[config.mk]
export PLATFORM = sky130hd
export DESIGN_NAME = dbg_l7_gate
export DESIGN_NICKNAME = d
export VERILOG_FILES = /design/src/rtl/dbg_l7_pkg.sv /design/src/rtl/l7_pin_fall_det.sv /design/src/rtl/l7_sticky_bits.sv /design/src/rtl/dbg_l7_gate.sv
export SDC_FILE = /design/constraint.sdc
export NUM_CORES = 1
export LEC_CHECK = 0
export BUFFER_PORTS_ARGS = -buffer_cell sky130_fd_sc_hd__buf_2
export CAP_MARGIN = 0
export CORE_AREA = 2 2 40 42
export CTS_CLUSTER_DIAMETER = 200
export DETAILED_ROUTE_END_ITERATION = 12
export DIE_AREA = 0 0 42 44
export PLACE_DENSITY = 0.79
export SETUP_SLACK_MARGIN = 0.05
export SLEW_MARGIN = 0
export SYNTH_ARGS = -nofsm -noshare
export SYNTH_HDL_FRONTEND = slang
export SYNTH_SLANG_ARGS = --single-unit
[constraint.sdc]
create_clock -name clk -period 2.7 [get_ports clk]
set_input_delay 0.135 -clock clk [delete_from_list [all_inputs] [get_ports clk]]
set_output_delay 0.135 -clock clk [all_outputs]
set_load 0.01 [all_outputs]
[src/rtl/dbg_l7_pkg.sv]
package dbg_l7_pkg;
   localparam int SRC_N    = 3;
   localparam int SRC_PROG = 0;
   localparam int SRC_BUS  = 1;
   localparam int SRC_EXT  = 2;
   typedef logic [SRC_N-1:0] src_vec_t;
endpackage

[src/rtl/l7_pin_fall_det.sv]
module l7_pin_fall_det #(
   parameter int unsigned STAGES = 2
) (
   input  logic clk,
   input  logic rst_n,
   input  logic pin_n,
   output logic fall_o
);
   generate
      if (STAGES < 2) begin : g_bad_stages
         $error("l7_pin_fall_det: STAGES must be at least 2");
      end
   endgenerate

   logic [STAGES-1:0] chain_q;
   logic              prev_q;

   generate
      if (STAGES == 2) begin : g_two
         always_ff @(posedge clk or negedge rst_n) begin
            if (!rst_n) chain_q <= '1;
            else        chain_q <= {chain_q[0], pin_n};
         end
      end else begin : g_long
         always_ff @(posedge clk or negedge rst_n) begin
            if (!rst_n) chain_q <= '1;
            else        chain_q <= {chain_q[STAGES-2:0], pin_n};
         end
      end
   endgenerate

   always_ff @(posedge clk or negedge rst_n) begin
      if (!rst_n) prev_q <= 1'b1;
      else        prev_q <= chain_q[STAGES-1];
   end

   assign fall_o = prev_q & ~chain_q[STAGES-1];


   fall_single_chk: assert property (@(posedge clk) disable iff (!rst_n)
      fall_o |=> !fall_o);
endmodule

[src/rtl/l7_sticky_bits.sv]
module l7_sticky_bits #(
   parameter int unsigned N = 3
) (
   input  logic         clk,
   input  logic         rst_n,
   input  logic [N-1:0] set_i,
   input  logic [N-1:0] clr_i,
   output logic [N-1:0] stat_o
);
   generate
      if (N < 1) begin : g_bad_n
         $error("l7_sticky_bits: N must be at least 1");
      end
   endgenerate

   generate
      for (genvar i = 0; i < N; i++) begin : g_bit
         logic bit_q;
         always_ff @(posedge clk or negedge rst_n) begin
            if (!rst_n)        bit_q <= 1'b0;
            else if (set_i[i]) bit_q <= 1'b1;
            else if (clr_i[i]) bit_q <= 1'b0;
         end
         assign stat_o[i] = bit_q;


         set_wins_chk: assert property (@(posedge clk) disable iff (!rst_n)
            set_i[i] |=> stat_o[i]);

         w1c_clear_chk: assert property (@(posedge clk) disable iff (!rst_n)
            (clr_i[i] && !set_i[i]) |=> !stat_o[i]);

         hold_chk: assert property (@(posedge clk) disable iff (!rst_n)
            (!clr_i[i] && !set_i[i]) |=> stat_o[i] == $past(stat_o[i]));
      end
   endgenerate
endmodule

[src/rtl/dbg_l7_gate.sv]
module dbg_l7_gate
   import dbg_l7_pkg::*;
#(
   parameter int unsigned           ADDR_W      = 32,
   parameter logic [ADDR_W-1:0]     VEC_BASE    = 'hFFFC0000,
   parameter logic [ADDR_W-1:0]     VEC_OFS     = 'h10,
   parameter int unsigned           SYNC_STAGES = 2
) (
   input  logic              clk,
   input  logic              rst_n,
   input  logic              prog_bp_hit,
   input  logic              bus_bp_hit,
   input  logic              ext_irq_n,
   input  logic              mod_en,
   input  logic              prog_en,
   input  logic              bus_en,
   input  logic              hv_dis,
   input  logic              csr_wr,
   input  logic [SRC_N-1:0]  csr_wdata,
   output logic [SRC_N-1:0]  csr_rd_data,
   output logic              l7_req,
   output logic              hard_vec_valid,
   output logic [ADDR_W-1:0] vec_addr
);
   localparam logic [ADDR_W-1:0] HARD_VEC = VEC_BASE + VEC_OFS;

   generate
      if (ADDR_W < 8) begin : g_bad_addr
         $error("dbg_l7_gate: ADDR_W too small");
      end
   endgenerate

   logic     ext_fall;
   src_vec_t permit, set_v, clr_v, stat;

   l7_pin_fall_det #(.STAGES(SYNC_STAGES)) u_fall (
      .clk    (clk),
      .rst_n  (rst_n),
      .pin_n  (ext_irq_n),
      .fall_o (ext_fall)
   );

   always_comb begin
      permit           = '0;
      permit[SRC_PROG] = mod_en & prog_en;
      permit[SRC_BUS]  = mod_en & bus_en;
      permit[SRC_EXT]  = 1'b1;
      set_v            = '0;
      set_v[SRC_PROG]  = prog_bp_hit;
      set_v[SRC_BUS]   = bus_bp_hit;
      set_v[SRC_EXT]   = ext_fall;
      set_v            = set_v & permit;
      clr_v            = csr_wr ? csr_wdata : '0;
   end

   l7_sticky_bits #(.N(SRC_N)) u_stat (
      .clk    (clk),
      .rst_n  (rst_n),
      .set_i  (set_v),
      .clr_i  (clr_v),
      .stat_o (stat)
   );

   assign csr_rd_data    = stat;
   assign l7_req         = |(stat & permit);
   assign hard_vec_valid = l7_req & ~hv_dis;
   assign vec_addr       = hv_dis ? '0 : HARD_VEC;


   disabled_ext_only_chk: assert property (@(posedge clk) disable iff (!rst_n)
      (!mod_en && l7_req) |-> csr_rd_data[SRC_EXT]);

   disabled_no_prog_chk: assert property (@(posedge clk) disable iff (!rst_n)
      (!mod_en && !csr_rd_data[SRC_PROG]) |=> !csr_rd_data[SRC_PROG]);

   disabled_no_bus_chk: assert property (@(posedge clk) disable iff (!rst_n)
      (!mod_en && !csr_rd_data[SRC_BUS]) |=> !csr_rd_data[SRC_BUS]);

   hard_vec_chk: assert property (@(posedge clk) disable iff (!rst_n)
      hard_vec_valid |-> (vec_addr == HARD_VEC && l7_req));

   req_source_chk: assert property (@(posedge clk) disable iff (!rst_n)
      l7_req |-> (csr_rd_data != '0));
endmodule

# == Yosys cells after proc, flatten, opt, wreduce, memory -nomap -nowiden ==
# Index checks and enable logic that the tools add are counted.
# op_classes
n_eq_ne,0
shifts,0
reduce_logical,4
n_addsub,0
mux,8
n_lt_le_gt_ge,0
mul,0
bitwise_logic,8
div,0
# op_table
op,count
$mux W32,1
$and A3 B3 Y3,2
$mux W1,6
$reduce_bool A2 Y1,3
$and A1 B1 Y1,4
$mux W3,1
$reduce_or A3 Y1,1
$not A1 Y1,2
# totals
n_memories,0
mem_bits_rw,0
latch_bits,0
regBits,6
romBits,0
out_inout_bits,37

# == Depth between registers and ports, before layout ==
# depth
depth_word,4
depth_mapped,2

# == Hierarchy ==
# Synthesis repeated with hierarchy kept, for this count alone.
# unflattened
hier_cells,58
area_unflattened_um2,526.8
# by_module_without_submodules
module,seq_area_each_um2,cells_per_inst,n_inst,area_per_inst_um2
dbg_l7_gate,0.0,42,1,302.8
l7_sticky_bits,75.1,12,1,131.4
l7_pin_fall_det,78.8,4,1,92.6

# == Worst setup path before layout ==
# OpenSTA, ideal clock, no wires.
# synth_path
path_type,register to output
start,reg u_stat.g_bit[1].bit_q
end,out hard_vec_valid
setup_slack_ps,1756
stages_incl_launch_ff,3
arrival_ps,809
required_ps,2565
path_cell_list,dfrtp_1 a22o_1 a22o_1
# synth_via
elab_chain_cells,3
# synth_lines
element,line,source
"start, declared",l7_sticky_bits.sv:18,logic bit_q;
"start signal, assigned",l7_sticky_bits.sv:20,if (!rst_n) bit_q <= 1'b0;
"start signal, assigned",l7_sticky_bits.sv:21,else if (set_i[i]) bit_q <= 1'b1;
"start signal, assigned",l7_sticky_bits.sv:22,else if (clr_i[i]) bit_q <= 1'b0;
$and A3 B3 Y3,dbg_l7_gate.sv:65,assign l7_req = |(stat & permit);
$reduce_or A3 Y1,dbg_l7_gate.sv:65,
$and A1 B1 Y1,dbg_l7_gate.sv:66,assign hard_vec_valid = l7_req & ~hv_dis;
"end, declared",dbg_l7_gate.sv:22,"output logic hard_vec_valid,"
# Every way passes these cells.

# == Worst setup path after layout ==
# layout_path
start,reg u_stat.g_bit[1].bit_q
end,out l7_req
# layout_via
elab_chain_cells,2
# layout_lines
element,line,source
$and A3 B3 Y3,dbg_l7_gate.sv:65,
$reduce_or A3 Y1,dbg_l7_gate.sv:65,
"end, declared",dbg_l7_gate.sv:21,"output logic l7_req,"
# Every way passes these cells.

==> reports/qor_table.md <==
| Stage | Parameter | Value |
|---|---|---|
| global routing | Most used routing layer | met2 |
| global routing | Pin count of the biggest net entering global routing | 17 |
| synth | Simple-Gate Fraction of Synth Area | 0.0356 |
| sta | Final min period | 1.35 ns |
| route | Vias per cell | 3.94 |
| cts | Hold-fix buffers at CTS | 2 |
| worst hold path | Depth of the worst hold-timing path | 2 |
| synth | Portion of synthesized cell area occupied by the leading cell type | 0.519 |
| synth | Number of unique standard cell types used by synthesis | 10 |
| global routing | GRT Resource Usage Total | 0.0944 |
| cts | Clock tree root driver cell | sky130_fd_sc_hd__clkbuf_4 |
| synth | Post-synthesis mux area share | 0 |
| synth | Cells after Synth | 53 |
| setup path | Worst reg2reg startpoint | u_fall.chain_q[1] |
| global routing | Met2 demand-to-capacity share in global routing | 0.203 |
| synth | Post-synthesis share of cell area spent on full adders, half adders and majority gates | 0 |
| synth | Async S/R FF share, synth | 1.00 |
| placement | Place WS | 1.63 ns |
| power and ir drop | VDD IR-drop max | 0.237 mV |
| power and ir drop | Areal power density over the cells | 510 mW/mm^2 |
| setup path | Setup crit end | l7_req |
| placement | Placed Cells | 83 |
| power and ir drop | Pleak | 0.000315 uW |
| synth | Sequential fraction of the synthesis area | 0.313 |
| floorplan | Row count | 14 |
| sta | Peak Freq | 742 MHz |
| cts | Skew-Pair Late Insertion Delay | 0.25 ns |
| floorplan | Core area | 0.00142 mm^2 |
| setup path | Required time reported for the critical path endpoint | 2.57 ns |
| synth | Leading cell types by total area after synthesis | sky130_fd_sc_hd__buf_4 52%, sky130_fd_sc_hd__dfstp_2 16%, sky130_fd_sc_hd__dfrtp_1 15% |
| global routing | Total overflow reported by the global router | 0 |
| cts | Buffers inserted by post-CTS timing repair | 0 |
| sta | Max-slew violation count | 0 |
| synth | Mean cell area of the mapped netlist | 9.28 um^2 |
| cells and area | Proportion of layout cells with a drive suffix above 1 | 0.521 |
| cells and area | End-of-flow core utilization | 0.369 |
| cells and area | Syn-to-layout area delta | 6.36% |
| route | Count of TritonRoute iterations in the first routing pass | 2 |
| worst hold path | Class of the tightest hold or removal check | primary input to flop |
| setup path | Maximum fanout count along the critical path | 3 |
| sta | Least setup slack across all paths after layout | 1.35 ns |
| floorplan | Die footprint | 0.00185 mm^2 |
| cts | Post-cts sizing count | 0 |
| setup path | Path depth of the worst reg2reg path | 2 |
| setup path | Slack of the worst reg-to-reg path | 1.83 ns |
| synth | Total of flip-flops plus latches after synthesis | 6 |
| synth | Top_reg_cell synth | sky130_fd_sc_hd__dfstp_2 |
| sta | # setup viols final | 0 |
| synth | Post-synthesis xor/xnor area fraction | 0 |
| global routing | Met3 capacity usage during global routing | 0.0250 |
| synth | Top cells by count, synth | 34 x sky130_fd_sc_hd__buf_4, 3 x sky130_fd_sc_hd__a22o_1, 3 x sky130_fd_sc_hd__dfrtp_1, 3 x sky130_fd_sc_hd__dfstp_2, 3 x sky130_fd_sc_hd__nand2_1 |
| floorplan | Y dimension of the die | 44 um |
| floorplan | Die Span X | 42 um |
| cells and area | Diodes inserted | 0 |
| outcome | Run status | finished, final reports clean |
| setup path | Type of element launching the critical path | flop |
| route | Routed length per instance | 9.56 um |
| synth | Main combinational cell family by area after synthesis | buffers and inverters |
| global routing | Met1 track demand over resource in global routing | 0.0635 |
| sta | Setup TNS | 0 ns |
| setup path | Category of the critical setup timing path | flop to output port |
| setup path | Worst path arrival time | 1.21 ns |
| cts | Number of clock sinks | 6 |
| flow run | Total of max-cap violations | 0 |
| setup path | Endpoint of the worst-slack reg-to-reg timing path | u_stat.g_bit[2].bit_q |
| cells and area | Net total in the final layout | 87 |
| cells and area | Fill cells | 158 |
| route | Total wire length after detailed routing | 851 um |
| synth | YS warnings | 0 |
| placement | Weighted congestion at the end of routability-driven global placement | 0.613 |
| sta | Min Hold Slack | 0.142 ns |
| cts | TritonCTS Buffers | 3 |
| global routing | Global-route wire length before repair | 1240 um |
| placement | Post-DP HPWL | 739 um |
| cts | Clock tree from TritonCTS | built |
| synth | Largest area contributor in the netlist | sky130_fd_sc_hd__buf_4 |
| placement | IO Port Bufs | 32 |
| route | Number of vias after detailed routing | 351 |
| cts | CTS H-Tree Depth | 1 |
| floorplan | Effective utilization at floorplan | 0.347 |
| cts | Number of buffers on the longest clock path | 2 |
| synth | Most frequent cell after synthesis | sky130_fd_sc_hd__buf_4 |
| sta | Final hold viol count | 0 |
| synth | Synthesized-area fraction occupied by ao, oa, aoi and oai cells | 0.109 |
| cts | CTS clock-pin slew for the worst setup and hold paths | 0.05 ns |
| setup path | Timing startpoint of the critical path | u_stat.g_bit[1].bit_q |
| route | Post-route DRC violation count | 0 |
| route | Antenna violation net count after detailed routing | 0 |
| sta | Skew final | 0.0123 ns |
| synth | Area of the mapped netlist | 492 um^2 |
| synth | Post-synth EDFFs | 0 |
| setup path | Sort of element at the end of the critical path | output port |
| route | Starting DRC count in detailed routing | 1 |
| global routing | Initial antenna violation count | 0 |
| floorplan | # IOs | 50 |
| sta | Unrepaired setup endpoints after global routing | false |
| cells and area | Non-filler instance count after layout | 89 |
| sta | Final clock period utilization by the worst path | 0.499 |
| global routing | Number of global-route vias before repair | 309 |
## metrics by stage
| stage | total power [uW] | cell area [um^2] |
|---|---|---|
| 3_3_place_gp | 174 | 477 |
| 2_1_floorplan | 183 | 552 |
| 3_5_place_dp | 176 | 477 |
| 4_1_cts | 273 | 523 |
| 6_report | 267 | 523 |
| 5_1_grt | 287 | 523 |
## how the worst min path moves through the flow
stage	from	end	slack (ns)
detailed placement	rst_n	u_stat.g_bit[0].bit_q	-0.03
global route	bus_bp_hit	u_stat.g_bit[1].bit_q	0.13
floorplan	rst_n	u_stat.g_bit[0].bit_q	-0.16
CTS	bus_bp_hit	u_stat.g_bit[1].bit_q	0.13
finish	bus_bp_hit	u_stat.g_bit[1].bit_q	0.14
global placement	rst_n	u_stat.g_bit[2].bit_q	-0.04
## critical path, cell delays in order (launching register included)
cell and delay [ns]:
sky130_fd_sc_hd__dfrtp_1 0.40, sky130_fd_sc_hd__a22o_1 0.26, sky130_fd_sc_hd__a21o_1 0.18, sky130_fd_sc_hd__buf_2 0.13
## sequential cells by signal (all words and copies together), names as in the netlist
register / count
u_fall.chain_q: 2
u_stat.g_bit.bit_q: 3
u_fall.prev_q: 1
## layout by cell type (no fill, tap or decap)
| cell | synthesis | routed |
|---|---|---|
| sky130_fd_sc_hd__a22o_1 | 3 | 3 |
| sky130_fd_sc_hd__clkbuf_4 | 0 | 3 |
| sky130_fd_sc_hd__dlygate4sd3_1 | 0 | 2 |
| sky130_fd_sc_hd__inv_1 | 2 | 2 |
| sky130_fd_sc_hd__nor2b_1 | 1 | 1 |
| sky130_fd_sc_hd__buf_2 | 0 | 32 |
| sky130_fd_sc_hd__conb_1 | 1 | 17 |
| sky130_fd_sc_hd__a32o_1 | 2 | 2 |
| sky130_fd_sc_hd__dfrtp_1 | 3 | 3 |
| sky130_fd_sc_hd__clkbuf_1 | 0 | 1 |
| sky130_fd_sc_hd__dfstp_2 | 3 | 3 |
| sky130_fd_sc_hd__a21o_1 | 1 | 1 |
| sky130_fd_sc_hd__nand2_1 | 3 | 3 |
## layout make-up
cell class / count / area [um^2] / share of cell area
repair buffers: 34 / 180 / 0.344
multi-input cells: 27 / 135 / 0.258
inverters: 2 / 7.51 / 0.0144
clock buffers: 4 / 26.3 / 0.0502
well taps: 16 / 20.0 / 0.0383
flip-flops and latches: 6 / 154 / 0.294
## where the power goes
part,leakage (uW),total (uW),internal [uW],switching [uW]
Sequential,0.0000676,106,99.7,6.02
Clock,0.0000150,90.4,56.1,34.3
Combinational,0.000232,70.9,30.3,40.5
## kinds of logic after synthesis
logic type      Yosys count
other cells               1
buf+inv                  36
flops                     6
simple gates              4
compound gates            6
## routing by layer
metal | vias up | wire length (um)
met5 | - | 0
met4 | 0 | 0
met3 | 0 | 98
met2 | 27 | 503
met1 | 165 | 249
li1 | 159 | -
Power figures use the tool's default switching activity.
